### src/rtl/bf16_mul_pkg.sv
package bf16_mul_pkg;
    timeunit 1ns;
    timeprecision 1ps;

    localparam int EXP_W  = 8;
    localparam int FRAC_W = 7;
    localparam int SIG_W  = FRAC_W + 1;
    localparam int PROD_W = 2 * SIG_W;
    localparam int WORD_W = 1 + EXP_W + FRAC_W;
    // widened exponent holds sums, bias removal and negative values; a multiple of 4 for the CLA
    localparam int XEXP_W = EXP_W + 4;
    localparam int BIAS   = (1 << (EXP_W - 1)) - 1;

    localparam logic [EXP_W-1:0]  EXP_ALL1 = '1;
    localparam logic [WORD_W-1:0] QNAN_WORD =
        {1'b0, {EXP_W{1'b1}}, 1'b1, {(FRAC_W-1){1'b0}}};

    typedef enum logic [1:0] {
        K_NUM  = 2'd0,
        K_ZERO = 2'd1,
        K_INF  = 2'd2,
        K_NAN  = 2'd3
    } kind_e;

    typedef struct packed {
        logic              vld;
        logic              sgn;
        kind_e             kind;
        logic [XEXP_W-1:0] exp;
        logic [PROD_W-1:0] mant;
    } lane_t;

    function automatic kind_e classify(input logic [EXP_W-1:0] e, input logic [FRAC_W-1:0] f);
        if (e == '0)       return K_ZERO;
        if (e == EXP_ALL1) return (f == '0) ? K_INF : K_NAN;
        return K_NUM;
    endfunction

    // cut 1: after the multiplier, cut 2: after normalize, cut 3: after rounding
    function automatic bit cut_enabled(input int stages, input int idx);
        case (idx)
            1:       return stages >= 1;
            2:       return stages >= 3;
            3:       return stages >= 2;
            default: return 1'b0;
        endcase
    endfunction
endpackage

### src/rtl/bf16_rca.sv
module bf16_rca #(
    parameter int W = 8
) (
    input  logic [W-1:0] a,
    input  logic [W-1:0] b,
    input  logic         cin,
    output logic [W-1:0] sum,
    output logic         cout
);
    timeunit 1ns;
    timeprecision 1ps;

    logic [W:0] c;
    assign c[0] = cin;

    for (genvar i = 0; i < W; i++) begin : g_bit
        assign sum[i]  = a[i] ^ b[i] ^ c[i];
        assign c[i+1]  = (a[i] & b[i]) | (c[i] & (a[i] ^ b[i]));
    end

    assign cout = c[W];
endmodule

### src/rtl/bf16_cla.sv
module bf16_cla #(
    parameter int W = 8
) (
    input  logic [W-1:0] a,
    input  logic [W-1:0] b,
    input  logic         cin,
    output logic [W-1:0] sum,
    output logic         cout
);
    timeunit 1ns;
    timeprecision 1ps;

    // W must be a multiple of four: lookahead inside 4-bit groups, groups chained
    localparam int NB = W / 4;

    for (genvar k = 0; k < NB; k++) begin : g_blk
        logic       cin_b;
        logic [3:0] gb;
        logic [3:0] pb;
        logic [4:0] bc;

        if (k == 0) begin : g_first
            assign cin_b = cin;
        end else begin : g_next
            assign cin_b = g_blk[k-1].bc[4];
        end

        assign gb = a[4*k +: 4] & b[4*k +: 4];
        assign pb = a[4*k +: 4] ^ b[4*k +: 4];

        always_comb begin
            bc[0] = cin_b;
            for (int i = 0; i < 4; i++) begin
                logic term;
                logic chain;
                term = 1'b0;
                for (int j = 0; j <= i; j++) begin
                    chain = gb[j];
                    for (int m = j + 1; m <= i; m++) chain = chain & pb[m];
                    term = term | chain;
                end
                chain = cin_b;
                for (int m = 0; m <= i; m++) chain = chain & pb[m];
                bc[i+1] = term | chain;
            end
        end

        assign sum[4*k +: 4] = pb ^ bc[3:0];
    end

    assign cout = g_blk[NB-1].bc[4];
endmodule

### src/rtl/bf16_csa_mul.sv
module bf16_csa_mul #(
    parameter int W = 8
) (
    input  logic [W-1:0]   a,
    input  logic [W-1:0]   b,
    output logic [2*W-1:0] p
);
    timeunit 1ns;
    timeprecision 1ps;

    localparam int PW = 2 * W;

    logic [PW-1:0] row_s [0:W];
    logic [PW-1:0] row_c [0:W];
    logic          merge_cout_unused;

    assign row_s[0] = '0;
    assign row_c[0] = '0;

    for (genvar r = 0; r < W; r++) begin : g_row
        logic [PW-1:0] pp;
        assign pp         = b[r] ? (PW'(a) << r) : '0;
        assign row_s[r+1] = row_s[r] ^ row_c[r] ^ pp;
        assign row_c[r+1] = ((row_s[r] & row_c[r]) | (row_s[r] & pp) | (row_c[r] & pp)) << 1;
    end

    bf16_rca #(.W(PW)) u_merge (
        .a   (row_s[W]),
        .b   (row_c[W]),
        .cin (1'b0),
        .sum (p),
        .cout(merge_cout_unused)
    );
endmodule

### src/rtl/bf16_cut.sv
module bf16_cut #(
    parameter int W  = 1,
    parameter bit EN = 1'b1
) (
    input  logic         clk,
    input  logic         rst_n,
    input  logic [W-1:0] d,
    output logic [W-1:0] q
);
    timeunit 1ns;
    timeprecision 1ps;

    if (EN) begin : g_reg
        logic [W-1:0] q_q;
        always_ff @(posedge clk or negedge rst_n) begin
            if (!rst_n) q_q <= '0;
            else        q_q <= d;
        end
        assign q = q_q;
    end else begin : g_wire
        logic clk_rst_unused;
        assign clk_rst_unused = clk ^ rst_n;
        assign q = d;
    end
endmodule

### src/rtl/bf16_mul.sv
module bf16_mul
    import bf16_mul_pkg::*;
#(
    parameter int STAGES = 3
) (
    input  logic              clk,
    input  logic              rst_n,
    input  logic              in_valid,
    input  logic [WORD_W-1:0] op_a,
    input  logic [WORD_W-1:0] op_b,
    output logic              out_valid,
    output logic [WORD_W-1:0] out_res
);
    timeunit 1ns;
    timeprecision 1ps;

    localparam int LANE_W = $bits(lane_t);
    localparam int EXTRA  = (STAGES > 3) ? STAGES - 3 : 0;
    localparam int SIG_LO = PROD_W - SIG_W;
    localparam logic [XEXP_W-1:0] BIAS_X = XEXP_W'(BIAS);
    localparam logic [XEXP_W-1:0] ONE_X  = XEXP_W'(1);

    // ---------------- segment 0: sign, exponent sum, bias, significand product
    logic [EXP_W-1:0]  ea, eb;
    logic [SIG_W-1:0]  sig_a, sig_b;
    logic [XEXP_W-1:0] esum, eunb;
    logic [PROD_W-1:0] prod;
    logic              eadd_cout_unused, ebias_cout_unused;
    lane_t             ln0_d;

    assign ea    = op_a[WORD_W-2 -: EXP_W];
    assign eb    = op_b[WORD_W-2 -: EXP_W];
    assign sig_a = {1'b1, op_a[FRAC_W-1:0]};
    assign sig_b = {1'b1, op_b[FRAC_W-1:0]};

    bf16_rca #(.W(XEXP_W)) u_eadd (
        .a   ({{(XEXP_W-EXP_W){1'b0}}, ea}),
        .b   ({{(XEXP_W-EXP_W){1'b0}}, eb}),
        .cin (1'b0),
        .sum (esum),
        .cout(eadd_cout_unused)
    );

    bf16_rca #(.W(XEXP_W)) u_ebias (
        .a   (esum),
        .b   (~BIAS_X),
        .cin (1'b1),
        .sum (eunb),
        .cout(ebias_cout_unused)
    );

    bf16_csa_mul #(.W(SIG_W)) u_mul (
        .a(sig_a),
        .b(sig_b),
        .p(prod)
    );

    always_comb begin
        kind_e ka, kb;
        ka = classify(ea, op_a[FRAC_W-1:0]);
        kb = classify(eb, op_b[FRAC_W-1:0]);
        ln0_d      = '0;
        ln0_d.vld  = in_valid;
        ln0_d.sgn  = op_a[WORD_W-1] ^ op_b[WORD_W-1];
        ln0_d.exp  = eunb;
        ln0_d.mant = prod;
        if (ka == K_NAN || kb == K_NAN ||
            (ka == K_INF && kb == K_ZERO) || (ka == K_ZERO && kb == K_INF))
            ln0_d.kind = K_NAN;
        else if (ka == K_INF || kb == K_INF)
            ln0_d.kind = K_INF;
        else if (ka == K_ZERO || kb == K_ZERO)
            ln0_d.kind = K_ZERO;
        else
            ln0_d.kind = K_NUM;
    end

    logic [LANE_W-1:0] c1_q;
    lane_t             ln1_i;
    bf16_cut #(.W(LANE_W), .EN(cut_enabled(STAGES, 1))) u_cut1 (
        .clk(clk), .rst_n(rst_n), .d(ln0_d), .q(c1_q)
    );
    assign ln1_i = lane_t'(c1_q);

    // ---------------- segment 1: normalize and adjust exponent
    logic              top1;
    logic [XEXP_W-1:0] exp_adj;
    logic              adj_cout_unused;
    lane_t             ln1_d;

    assign top1 = ln1_i.mant[PROD_W-1];

    bf16_cla #(.W(XEXP_W)) u_eadj (
        .a   (ln1_i.exp),
        .b   ('0),
        .cin (top1),
        .sum (exp_adj),
        .cout(adj_cout_unused)
    );

    always_comb begin
        ln1_d      = ln1_i;
        ln1_d.exp  = exp_adj;
        ln1_d.mant = top1 ? ln1_i.mant : (ln1_i.mant << 1);
    end

    // a numeric lane leaves normalization with its leading one in place
    p_lead_one_r3: assert property (@(posedge clk) disable iff (!rst_n)
        (ln1_i.vld && ln1_i.kind == K_NUM) |-> ln1_d.mant[PROD_W-1]);

    logic [LANE_W-1:0] c2_q;
    lane_t             ln2_i;
    bf16_cut #(.W(LANE_W), .EN(cut_enabled(STAGES, 2))) u_cut2 (
        .clk(clk), .rst_n(rst_n), .d(ln1_d), .q(c2_q)
    );
    assign ln2_i = lane_t'(c2_q);

    // ---------------- segment 2: round to nearest even
    logic [SIG_W-1:0]  sig_in, sig_inc;
    logic              bit_g, bit_r, bit_s, rnd_up, rnd_carry;
    logic [XEXP_W-1:0] exp_rnd;
    logic              rexp_cout_unused;
    lane_t             ln2_d;

    assign sig_in = ln2_i.mant[PROD_W-1 -: SIG_W];
    assign bit_g  = ln2_i.mant[SIG_LO-1];
    assign bit_r  = ln2_i.mant[SIG_LO-2];
    assign bit_s  = |ln2_i.mant[SIG_LO-3:0];
    assign rnd_up = bit_g & (bit_r | bit_s | sig_in[0]);

    bf16_cla #(.W(SIG_W)) u_rinc (
        .a   (sig_in),
        .b   ('0),
        .cin (rnd_up),
        .sum (sig_inc),
        .cout(rnd_carry)
    );

    bf16_cla #(.W(XEXP_W)) u_rexp (
        .a   (ln2_i.exp),
        .b   ('0),
        .cin (rnd_carry),
        .sum (exp_rnd),
        .cout(rexp_cout_unused)
    );

    always_comb begin
        ln2_d      = ln2_i;
        ln2_d.exp  = exp_rnd;
        ln2_d.mant = '0;
        ln2_d.mant[PROD_W-1 -: SIG_W] = rnd_carry ? {1'b1, {(SIG_W-1){1'b0}}} : sig_inc;
    end

    // rounding moves the kept significand by at most one step
    p_round_step_r4: assert property (@(posedge clk) disable iff (!rst_n)
        (ln2_i.vld && ln2_i.kind == K_NUM) |->
        (ln2_d.mant[PROD_W-1 -: SIG_W] == sig_in ||
         ln2_d.mant[PROD_W-1 -: SIG_W] == sig_in + SIG_W'(1) ||
         (sig_in == '1 && ln2_d.mant[PROD_W-1 -: SIG_W] == {1'b1, {(SIG_W-1){1'b0}}})));

    // the exponent rises only when the significand wrapped to 1.0
    p_round_exp_r5: assert property (@(posedge clk) disable iff (!rst_n)
        (ln2_i.vld && ln2_i.kind == K_NUM) |->
        (ln2_d.exp == ln2_i.exp ||
         (ln2_d.exp == ln2_i.exp + ONE_X && sig_in == '1)));

    logic [LANE_W-1:0] c3_q;
    lane_t             ln3_i;
    bf16_cut #(.W(LANE_W), .EN(cut_enabled(STAGES, 3))) u_cut3 (
        .clk(clk), .rst_n(rst_n), .d(ln2_d), .q(c3_q)
    );
    assign ln3_i = lane_t'(c3_q);

    // ---------------- segment 3: range check, specials, pack
    logic [WORD_W-1:0] word_d;
    logic [WORD_W-1:0] inf_word, zero_word;

    assign inf_word  = {ln3_i.sgn, EXP_ALL1, {FRAC_W{1'b0}}};
    assign zero_word = {ln3_i.sgn, {(EXP_W+FRAC_W){1'b0}}};

    always_comb begin
        case (ln3_i.kind)
            K_NAN:   word_d = QNAN_WORD;
            K_INF:   word_d = inf_word;
            K_ZERO:  word_d = zero_word;
            default: begin
                if ($signed(ln3_i.exp) >= $signed({{(XEXP_W-EXP_W){1'b0}}, EXP_ALL1}))
                    word_d = inf_word;
                else if ($signed(ln3_i.exp) <= 0)
                    word_d = zero_word;
                else
                    word_d = {ln3_i.sgn, ln3_i.exp[EXP_W-1:0], ln3_i.mant[PROD_W-2 -: FRAC_W]};
            end
        endcase
    end

    // ---------------- output retiming beyond the three cuts
    logic [WORD_W:0] tail [0:EXTRA];
    assign tail[0] = {ln3_i.vld, word_d};

    for (genvar i = 0; i < EXTRA; i++) begin : g_tail
        bf16_cut #(.W(WORD_W+1), .EN(1'b1)) u_t (
            .clk(clk), .rst_n(rst_n), .d(tail[i]), .q(tail[i+1])
        );
    end

    assign out_valid = tail[EXTRA][WORD_W];
    assign out_res   = tail[EXTRA][WORD_W-1:0];

    // no output carries a subnormal encoding
    p_no_subnormal_r10: assert property (@(posedge clk) disable iff (!rst_n)
        (out_valid && out_res[WORD_W-2 -: EXP_W] == '0) |-> (out_res[FRAC_W-1:0] == '0));

    // every NaN that leaves the block is the canonical pattern
    p_nan_canon_r8: assert property (@(posedge clk) disable iff (!rst_n)
        (out_valid && out_res[WORD_W-2 -: EXP_W] == EXP_ALL1 && out_res[FRAC_W-1:0] != '0)
        |-> (out_res == QNAN_WORD));
endmodule

### config.mk
export PLATFORM = sky130hd
export DESIGN_NAME = bf16_mul
export DESIGN_NICKNAME = d
export VERILOG_FILES = /design/src/rtl/bf16_mul_pkg.sv /design/src/rtl/bf16_rca.sv /design/src/rtl/bf16_cla.sv /design/src/rtl/bf16_csa_mul.sv /design/src/rtl/bf16_cut.sv /design/src/rtl/bf16_mul.sv
export SDC_FILE = /design/constraint.sdc
export NUM_CORES = 1
export LEC_CHECK = 0
export ABC_CLOCK_PERIOD_IN_PS = 5250
export BUFFER_PORTS_ARGS = -buffer_cell sky130_fd_sc_hd__buf_4
export CAP_MARGIN = 20
export CORE_UTILIZATION = 59
export DETAILED_ROUTE_END_ITERATION = 16
export PLACE_DENSITY = 0.84
export SETUP_SLACK_MARGIN = 0.2
export SYNTH_ARGS = -nofsm -noshare
export SYNTH_HDL_FRONTEND = slang
export SYNTH_SLANG_ARGS = --single-unit
export TNS_END_PERCENT = 50
### constraint.sdc
create_clock -name clk -period 5.25 [get_ports clk]
set_input_delay 1.575 -clock clk [delete_from_list [all_inputs] [get_ports clk]]
set_output_delay 1.575 -clock clk [all_outputs]
set_load 0.005 [all_outputs]
==> impl_metrics.json <==
{
  "cts_htree_levels": 3,
  "diodes": 0,
  "crit_top_cell": "fa_2",
  "hp-class": "reg2reg",
  "drive_above_1_share": 0.285,
  "crit_fanout": 4,
  "crit_slowest_cell": "fa_2",
  "critPathRequiredTime_ps": 5530,
  "wl_per_cell_um": 13.6,
  "ys_seq_elements": 84,
  "leakage_nw": 2.94,
  "final_max_slew_viol_count": 0,
  "cts_tree": "yes",
  "power_density_nw_per_um2": 381,
  "worst_clock_skew_ps": 6.45,
  "worst_pin_slew_ps": 951,
  "crit_path_max_incr_delay_ps": 550,
  "r2r_slack_ps": 1180,
  "dieHeight_um": 93.9,
  "violations": "negative setup slack",
  "period_share": 1.31,
  "die_x_um": 93.9,
  "avgSynthCellArea_um2": 12.2,
  "cts_root_buf": "clkbuf_8",
  "vdd_drop_max_mv": 0.190,
  "initialDrtViolationCount": 54,
  "outcome": "finished with violations",
  "hold_buffers": 0,
  "rsz0062_at_grt": "true",
  "area_growth_pct": 18.7,
  "clock-sinks": 84,
  "layout.nets": 624,
  "antenna_found_initial": 0,
  "place_ws_ps": -2100,
  "timing.final.ws_setup_ps": -1630,
  "synthesis.area_um2": 4980,
  "drt-total-wl_um": 8180,
  "clk_path_buf_depth": 2,
  "num_io_pins": 52,
  "setup_viol": 7,
  "fin_hold_ws_ps": 354,
  "yosysMostFrequentCell": "inv_1",
  "yosys.area.top_type": "dfrtp_1",
  "critical_path.top_delay_family": "adder cells",
  "fmax_mhz": 145,
  "synth.net_count": 542,
  "finalInstanceArea_um2": 5910,
  "synthArstFlopShare": 1.00,
  "dr.pass1.iters": 4,
  "maxCapViolations": 0,
  "crit_type": "in2reg",
  "grt_max_degree": 85,
  "dieArea_um2": 8810,
  "track_usage": 0.210,
  "row_count": 33,
  "yosysUniqueCellTypes": 29,
  "start_util": 0.609,
  "period_needed_ps": 6880,
  "antenna_left": 0,
  "routabilityCongestion": 0.867,
  "dpl.hpwl_um": 6680,
  "worstPathArrival_ps": 7170,
  "relSlewSlack": 0.366,
  "worst_setup_path_start_kind": "primary input",
  "worstPathCellList": "buf_8, and2_4, ha_4, inv_2, fa_2, inv_2, fa_2, fa_2, fa_1, inv_1, fa_1, inv_1, fa_1, ha_2, fa_2, fa_2, fa_2, fa_2, inv_2, fa_2, inv_1",
  "ys_top_cells_by_area": "dfrtp_1 42%, fa_1 22%, ha_1 11%, inv_1 6.6%, and2_1 3.9%",
  "ys_seq_area_frac": 0.422,
  "viasPerCell": 4.94,
  "synth_edf_count": 0,
  "clk_latency_ps": 340,
  "yosysTopAreaCellShare": 0.422,
  "post-route-drc-count": 0,
  "worstSetupEndpointType": "flop",
  "syn-instance-count": 408,
  "io_buffer_count": 51,
  "dpl-instance-area_um2": 5670,
  "grt_pass1_wl_um": 13900,
  "grt_overflow": 0,
  "grt_pass1_vias": 3196,
  "cts_buffers": 9,
  "timing.final.hold_violations": 0,
  "yosysWarnings": 0,
  "ys_dominant_reg_cell": "dfrtp_1",
  "vias": 2961,
  "crit_buf_inv": 7,
  "netlist_top_cells_count": "88 x inv_1, 84 x dfrtp_1, 54 x fa_1, 45 x ha_1, 31 x and2_1",
  "fp.coreArea_um2": 8180,
  "clk_pin_slew_ps": 80
}
==> cells by family (layout without fill, tap and decap cells) <==
kind of cell / Yosys count / in the layout / synth area share
AO/OA/AOI/OAI: 15 / 15 / 0.0231
flip-flops: 84 / 84 / 0.422
buffers and inverters: 93 / 180 / 0.0716
multiplexers: 14 / 14 / 0.0317
AND/OR/NAND/NOR: 102 / 102 / 0.120
adder cells (fa/ha/maj): 99 / 99 / 0.330
XOR/XNOR: 1 / 1 / 0.00176
==> repair_timing <==
| item | in CTS | in global routing |
|---|---|---|
| endpoints found under the setup margin | 9 | 9 |
| pin swaps | 5 | 10 |
| buffers inserted | 1 | 0 |
| resized for setup | 14 | 6 |
==> area by class of cell <==
| cell class | count | area [um2] |
|---|---|---|
| clock buffers | 9 | 124 |
| well taps | 105 | 131 |
| multi-input cells | 231 | 2590 |
| inverters | 88 | 330 |
| flip-flops and latches | 84 | 2100 |
| repair buffers | 76 | 582 |
| clock inverters | 7 | 52.6 |
| fillers | 553 | 2260 |
==> registers in the layout, summed over array words and instances (netlist names) <==
signal    cells
u_cut1.q     30
u_cut2.q     31
u_cut3.q     23
==> placed cells by master (no fill, tap or decap), types with 10 or more instances in the layout <==
cell type / count
fa_2: 15
fa_1: 39
inv_1: 78
ha_1: 42
dfrtp_1: 84
buf_4: 74
mux2_2: 11
nand2_1: 26
inv_2: 10
and2_1: 30
==> path summary, 6_finish.rpt <==
check	start	end	depth (start not counted)
max	op_a[6]	u_cut1.q[13]	21
min	u_cut1.q[31]	u_cut2.q[31]	0
max reg2reg	u_cut2.q[8]	u_cut3.q[26]	22
min reg2reg	u_cut1.q[31]	u_cut2.q[31]	0
max in group asynchronous	rst_n	u_cut1.q[9]	1
min in group asynchronous	rst_n	u_cut1.q[27]	1
==> power by group <==
group / switching, mW / internal (mW)
sequential: 0.109 / 0.880
combinational: 0.418 / 0.455
clock: 0.217 / 0.173
total: 0.744 / 1.51
==> per-layer routing <==
layer	track usage	up-vias	part of all wire
met1	0.239	1456	0.41
met4	0.0782	0	0.021
met5	0	-	0
met3	0.0307	14	0.027
li1	-	1430	-
met2	0.396	61	0.55
==> through the flow <==
| stage | TNS [ps] | total power, mW | util | std cells |
|---|---|---|---|---|
| global route | -8440 | 2.45 | 0.723 | 600 |
| global placement | -10960 | 1.79 | 0.694 | 583 |
| detailed placement | -11740 | 1.86 | 0.694 | 583 |
| CTS | -7850 | 2.28 | 0.722 | 600 |
| finish | -7860 | 2.25 | 0.723 | 600 |
| floorplan | -9290 | 1.58 | - | 408 |
(Power assumes the default switching activity.)
